File: src/rtl/regbank_pkg.sv
package regbank_pkg;

  // Strobes from the control FSM to the register datapath
  typedef struct packed {
    logic capture;  // latch index and range flag from the live address
    logic useLive;  // decode the live address instead of the captured one
    logic wrEn;     // commit write data this cycle
    logic rdDrive;  // drive read data this cycle
  } bankStrobe_t;

endpackage

File: src/rtl/regbank_ctrl.sv
module regbank_ctrl
  import regbank_pkg::*;
#(
  parameter bit ACCESS_SAMPLE = 1'b0
) (
  input  logic        clk,
  input  logic        rstN,
  input  logic        pSel,
  input  logic        pEnable,
  input  logic        pWrite,
  input  logic        addrErr,
  output bankStrobe_t strobe,
  output logic        pReady,
  output logic        pSlvErr
);

  logic setupPh;
  logic accessPh;

  assign setupPh  = pSel & ~pEnable;
  assign accessPh = pSel & pEnable;

  generate
    if (ACCESS_SAMPLE) begin : g_late
      logic waitQ;   // a read has spent its wait cycle
      logic rdFirst; // first access cycle of a read

      assign rdFirst = accessPh & ~pWrite & ~waitQ;

      always_ff @(posedge clk or negedge rstN) begin
        if (!rstN) waitQ <= 1'b0;
        else       waitQ <= rdFirst;
      end

      always_comb begin
        strobe.capture = rdFirst;
        strobe.useLive = pWrite;
        strobe.wrEn    = accessPh & pWrite;
        strobe.rdDrive = accessPh & ~pWrite & waitQ;
        pReady         = ~rdFirst;
      end
    end else begin : g_early
      always_comb begin
        strobe.capture = setupPh;
        strobe.useLive = 1'b0;
        strobe.wrEn    = accessPh & pWrite;
        strobe.rdDrive = accessPh & ~pWrite;
        pReady         = 1'b1;
      end
    end
  endgenerate

  assign pSlvErr = accessPh & pReady & addrErr;

endmodule

File: src/rtl/regbank_dpath.sv
module regbank_dpath
  import regbank_pkg::*;
#(
  parameter int DATA_W   = 32,
  parameter int ADDR_W   = 8,
  parameter int NUM_REGS = 16
) (
  input  logic              clk,
  input  logic              rstN,
  input  bankStrobe_t       strobe,
  input  logic [ADDR_W-1:0] pAddr,
  input  logic [DATA_W-1:0] pWData,
  output logic              addrErr,
  output logic [DATA_W-1:0] pRData
);

  localparam int IDX_W  = $clog2(NUM_REGS);
  localparam int IDX_LO = 2;
  localparam int IDX_HI = IDX_LO + IDX_W - 1;

  logic [IDX_W-1:0]  liveIdx;
  logic [IDX_W-1:0]  capIdx;
  logic [IDX_W-1:0]  selIdx;
  logic              liveErr;
  logic              capErr;
  logic [NUM_REGS-1:0] wrHit;
  logic [DATA_W-1:0] bank [NUM_REGS];

  assign liveIdx = pAddr[IDX_HI:IDX_LO];
  assign liveErr = |pAddr[ADDR_W-1:IDX_HI+1];

  always_ff @(posedge clk or negedge rstN) begin
    if (!rstN) begin
      capIdx <= '0;
      capErr <= 1'b0;
    end else if (strobe.capture) begin
      capIdx <= liveIdx;
      capErr <= liveErr;
    end
  end

  assign selIdx  = strobe.useLive ? liveIdx : capIdx;
  assign addrErr = strobe.useLive ? liveErr : capErr;

  generate
    for (genvar i = 0; i < NUM_REGS; i++) begin : g_hit
      assign wrHit[i] = strobe.wrEn & ~addrErr & (selIdx == IDX_W'(i));
    end
  endgenerate

  always_ff @(posedge clk or negedge rstN) begin
    if (!rstN) begin
      for (int i = 0; i < NUM_REGS; i++) bank[i] <= '0;
    end else begin
      for (int i = 0; i < NUM_REGS; i++)
        if (wrHit[i]) bank[i] <= pWData;
    end
  end

  assign pRData = (strobe.rdDrive && !addrErr) ? bank[selIdx] : '0;

endmodule

File: src/rtl/regbank_apb.sv
module regbank_apb
  import regbank_pkg::*;
#(
  parameter int DATA_W        = 32,
  parameter int ADDR_W        = 8,
  parameter int NUM_REGS      = 16,
  parameter bit ACCESS_SAMPLE = 1'b0
) (
  input  logic              pClk,
  input  logic              pResetN,
  input  logic              pSel,
  input  logic              pEnable,
  input  logic              pWrite,
  input  logic [ADDR_W-1:0] pAddr,
  input  logic [DATA_W-1:0] pWData,
  output logic [DATA_W-1:0] pRData,
  output logic              pReady,
  output logic              pSlvErr
);

  bankStrobe_t strobe;
  logic        addrErr;

  regbank_ctrl #(.ACCESS_SAMPLE(ACCESS_SAMPLE)) u_ctrl (
    .clk     (pClk),
    .rstN    (pResetN),
    .pSel    (pSel),
    .pEnable (pEnable),
    .pWrite  (pWrite),
    .addrErr (addrErr),
    .strobe  (strobe),
    .pReady  (pReady),
    .pSlvErr (pSlvErr)
  );

  regbank_dpath #(
    .DATA_W   (DATA_W),
    .ADDR_W   (ADDR_W),
    .NUM_REGS (NUM_REGS)
  ) u_dpath (
    .clk     (pClk),
    .rstN    (pResetN),
    .strobe  (strobe),
    .pAddr   (pAddr),
    .pWData  (pWData),
    .addrErr (addrErr),
    .pRData  (pRData)
  );

endmodule

File: config.mk
export PLATFORM = sky130hd
export DESIGN_NAME = regbank_apb
export DESIGN_NICKNAME = d
export VERILOG_FILES = /design/src/rtl/regbank_pkg.sv /design/src/rtl/regbank_ctrl.sv /design/src/rtl/regbank_dpath.sv /design/src/rtl/regbank_apb.sv
export SDC_FILE = /design/constraint.sdc
export NUM_CORES = 1
export LEC_CHECK = 0
export ABC_AREA = 1
export BUFFER_PORTS_ARGS = -buffer_cell sky130_fd_sc_hd__buf_2
export CORE_MARGIN = 2
export CORE_UTILIZATION = 40
export DETAILED_ROUTE_END_ITERATION = 10
export GPL_TIMING_DRIVEN = 0
export MAX_ROUTING_LAYER = met4
export SYNTH_ARGS = -nofsm -noshare
export SYNTH_HDL_FRONTEND = slang
export SYNTH_HIERARCHICAL = 1
export SYNTH_SLANG_ARGS = --single-unit
File: constraint.sdc
create_clock -name pClk -period 3.9 [get_ports pClk]
set_clock_uncertainty 0.1 [all_clocks]
set_input_delay 0.585 -clock pClk [delete_from_list [all_inputs] [get_ports pClk]]
set_output_delay 0.585 -clock pClk [all_outputs]
set_load 0.02 [all_outputs]
==> impl_results.rst <==
.. list-table::
   :header-rows: 1

   * - Metric
     - Value
   * - Critical path required time
     - approximately 3200 ps
   * - VDD IR-drop max
     - between 0.3 and 0.4 mV
   * - Slew at the pin closest to its max-slew limit
     - 1030 ps
   * - Number of maximum-capacitance constraint violations
     - 0
   * - Final period utilization
     - 0.997
   * - First-pass GRT wire length
     - approximately 140 mm
   * - Remaining Overflow, GRT
     - 0
   * - Switching power as a share of total power
     - 0.307
   * - Cell area after layout
     - between 20,000 and 30,000 um2
   * - Netlist area before placement
     - between 20,000 and 25,000 um2
   * - H-tree depth reported by CTS
     - 2
   * - Share of power burned in registers
     - 0.439
   * - Antenna violations before repair
     - 1
   * - Root Buffer Master
     - sky130_fd_sc_hd__clkbuf_16
   * - Critical path endpoint category
     - output port
   * - Maximum operating frequency
     - 0.257 GHz
   * - Area inside the core boundary
     - 60,600 um2
   * - Top-Level Pins
     - approximately 80
   * - Final hold violation count
     - 0
   * - Pint
     - roughly 10 mW
   * - Static leakage
     - approximately 14 nW
   * - Aggregate negative setup slack
     - 0 ps
   * - Area enclosed by the die boundary
     - ~64,000 um2
   * - Slew Viols, Final
     - 0
   * - Antenna cells
     - 0
   * - Die Y-Extent
     - 252 um
   * - Main area contributors after synthesis
     - sky130_fd_sc_hd__dfrtp_1, sky130_fd_sc_hd__nand2_1, sky130_fd_sc_hd__o21ai_0
   * - Number of clock sinks
     - 517
   * - Die Span X
     - 252 um
   * - Drt drc
     - 0
   * - Total half-perimeter wirelength after legalization and detailed placement
     - between 60 and 70 mm
   * - Overall routed net length
     - ~90 mm
   * - Switching Power
     - roughly 4.5 mW
   * - Gpl congestion
     - between 0.9 and 1
   * - Clock transition at path regs
     - 60 ps
   * - Unrepaired setup endpoints after global routing
     - yes
   * - Area share of the largest cell type after synthesis
     - 0.525
   * - CTS tree
     - done
   * - Setup CP Type
     - reg -> out
   * - # port buffers
     - 75
   * - Proportion of synthesized chip area in sequential cells
     - 0.525
   * - Vias in the first global route
     - ~21,000
   * - Cell taking the most area after synthesis
     - sky130_fd_sc_hd__dfrtp_1
   * - Effective utilization at floorplan
     - 0.406
   * - Crit path launch type
     - flip-flop
   * - Largest fanout on the critical path
     - 10
   * - # setup viols final
     - 0
   * - Synthesis-to-layout area growth
     - 14.3%
   * - Yosys warns
     - 6
   * - Number of detailed-routing iterations run before antenna repair
     - 5
   * - Gate count after technology mapping
     - between 3,000 and 4,000
   * - Multi-input gate area
     - approximately 9400 um2
   * - Result of the run
     - completed
   * - Post-DP Area
     - 26,100 um2
   * - Avg Vias per Cell
     - 5.36
   * - DR vias
     - around 23,000
   * - Buffer count from post-CTS setup fixing
     - 0
   * - Mean instance size in the synthesized netlist
     - 7.53 um2
   * - Proportion of power drawn by combinational gates
     - 0.178
   * - TritonCTS buffer count
     - between 50 and 60
   * - Rel. slew slack
     - 0.310
   * - Shortest clock period the worst path allows after layout
     - 3890 ps
   * - Rows
     - 90
   * - Layout filler cell count
     - 6,350
   * - Drt first-iter violations
     - 2,854
   * - Post-detailed-route wirelength per cell
     - about 22 um
   * - Fraction of layout cells with a size suffix above 1
     - 0.0859
   * - Worst hold slack
     - slightly above 80 ps
   * - Total power per unit cell area
     - around 520 nW/um2
   * - Final Net Count
     - between 3,000 and 4,000
   * - Largest net degree at the start of global routing
     - between 100 and 150
   * - Sequential standard cell area
     - between 10,000 and 15,000 um2
   * - Worst-Skew Late Latency
     - around 630 ps
   * - Total track usage
     - 0.299
   * - Class of the worst hold path
     - in -> reg
   * - Number of routed nets with antenna violations
     - 0
   * - Post-synthesis net count
     - around 3,300
   * - Unique cell type count in the Yosys netlist
     - 23
   * - Count of state elements after synthesis
     - between 500 and 600
   * - Clock Power Share
     - 0.383
   * - Maximum clock insertion buffer count
     - 3
   * - Arrival time at the worst endpoint
     - roughly 3200 ps
## metrics by stage
step,utilization,setup WS (ps),std cells,power (mW)
floorplan,-,1510,3269,8.13
global placement,0.429,-8910,4126,9.04
detailed placement,0.431,132,4131,9.11
CTS,0.465,-30.8,4239,14.8
global route,0.465,-63.6,4239,15.4
finish,0.465,11.3,4239,14.7
## kinds of logic after synthesis
logic type,Yosys count,synth area share
flops,517,0.525
compound gates,706,0.144
other cells,2,0.000305
simple gates,1464,0.239
buf+inv,580,0.0919
## layout make-up
cell class                      instances  share of cell area
Inverter                              357              0.0476
Clock inverter                         26              0.0112
Sequential cell                       517               0.459
Buffer                                223              0.0343
Timing Repair Buffer                   81              0.0189
Multi-Input combinational cell       2172               0.335
Tap cell                              782              0.0347
Clock buffer                           81              0.0588
## placed cells by master, fill, tap and decap left out, types with 15 or more instances in the layout
master,n
sky130_fd_sc_hd__clkbuf_16,57
sky130_fd_sc_hd__nand3_1,89
sky130_fd_sc_hd__nor2_1,39
sky130_fd_sc_hd__clkinv_2,15
sky130_fd_sc_hd__inv_1,354
sky130_fd_sc_hd__o21ai_0,409
sky130_fd_sc_hd__buf_2,124
sky130_fd_sc_hd__o21ai_1,293
sky130_fd_sc_hd__clkbuf_1,137
sky130_fd_sc_hd__nand2_1,1309
sky130_fd_sc_hd__clkbuf_2,30
sky130_fd_sc_hd__dfrtp_1,517
## worst max-delay path, cell delays in order, from the launching register on
cell and delay [ps]:
sky130_fd_sc_hd__dfrtp_1 330, sky130_fd_sc_hd__inv_1 50, sky130_fd_sc_hd__o21ai_2 330, sky130_fd_sc_hd__buf_2 360, sky130_fd_sc_hd__buf_2 390, sky130_fd_sc_hd__buf_2 380
sky130_fd_sc_hd__nand2_1 100, sky130_fd_sc_hd__nand2_1 120, sky130_fd_sc_hd__nand2_1 60, sky130_fd_sc_hd__nand3_1 150, sky130_fd_sc_hd__nor2_1 110, sky130_fd_sc_hd__buf_2 170
## synthesized netlist by cell type (all sizes together)
master and number:
buf 65, inv 357, nand3 104, or2 1
o21ai 706, dfrtp 517, nor2 48, conb 2
nand2 1311, clkbuf 158
## metal layers
| layer | vias to the layer above | GRT usage | part of all wire |
|---|---|---|---|
| met1 | 11100 | 0.402 | 0.43 |
| met5 | - | - | 0 |
| li1 | 10500 | - | - |
| met2 | 982 | 0.450 | 0.44 |
| met4 | 0 | 0.122 | 0.043 |
| met3 | 213 | 0.0518 | 0.088 |
## registers in the layout, summed over array words and instances, names as in the netlist
register and flops:
u_dpath/bank 512, u_dpath/capErr 1, u_dpath/capIdx 4
## worst paths after layout
| kind | endpoint | cells after the start | start | slack, ps |
|---|---|---|---|---|
| setup reg to reg | u_dpath/bank[329] | 6 | u_dpath/capIdx[3] | 850 |
| max in group asynchronous | u_dpath/bank[376] | 6 | pResetN | 1180 |
| hold reg to reg | u_dpath/bank[35] | 2 | u_dpath/bank[35] | 370 |
| hold / removal | u_dpath/capIdx[3] | 3 | pAddr[5] | 80 |
| setup / recovery | pRData[17] | 11 | u_dpath/capIdx[1] | 10 |
| min in group asynchronous | u_dpath/bank[259] | 2 | pResetN | 380 |
## power by group through the flow
stage	Combinational [mW]	Clock (mW)	Sequential [mW]
after global routing	2.95	5.93	6.55
after floorplan	1.67	0	6.45
final	2.62	5.65	6.47
after global placement	2.51	0	6.53
after detailed placement	2.57	0	6.54
after CTS	2.59	5.73	6.45
## timing repair
item / 4_1_cts / 5_1_grt
endpoints found under the hold margin: 56 / 0
setup endpoints to repair: 31 / 27
gates resized for setup: 23 / 33
hold buffers: 1 / 0
Power figures use the tool's default switching activity.
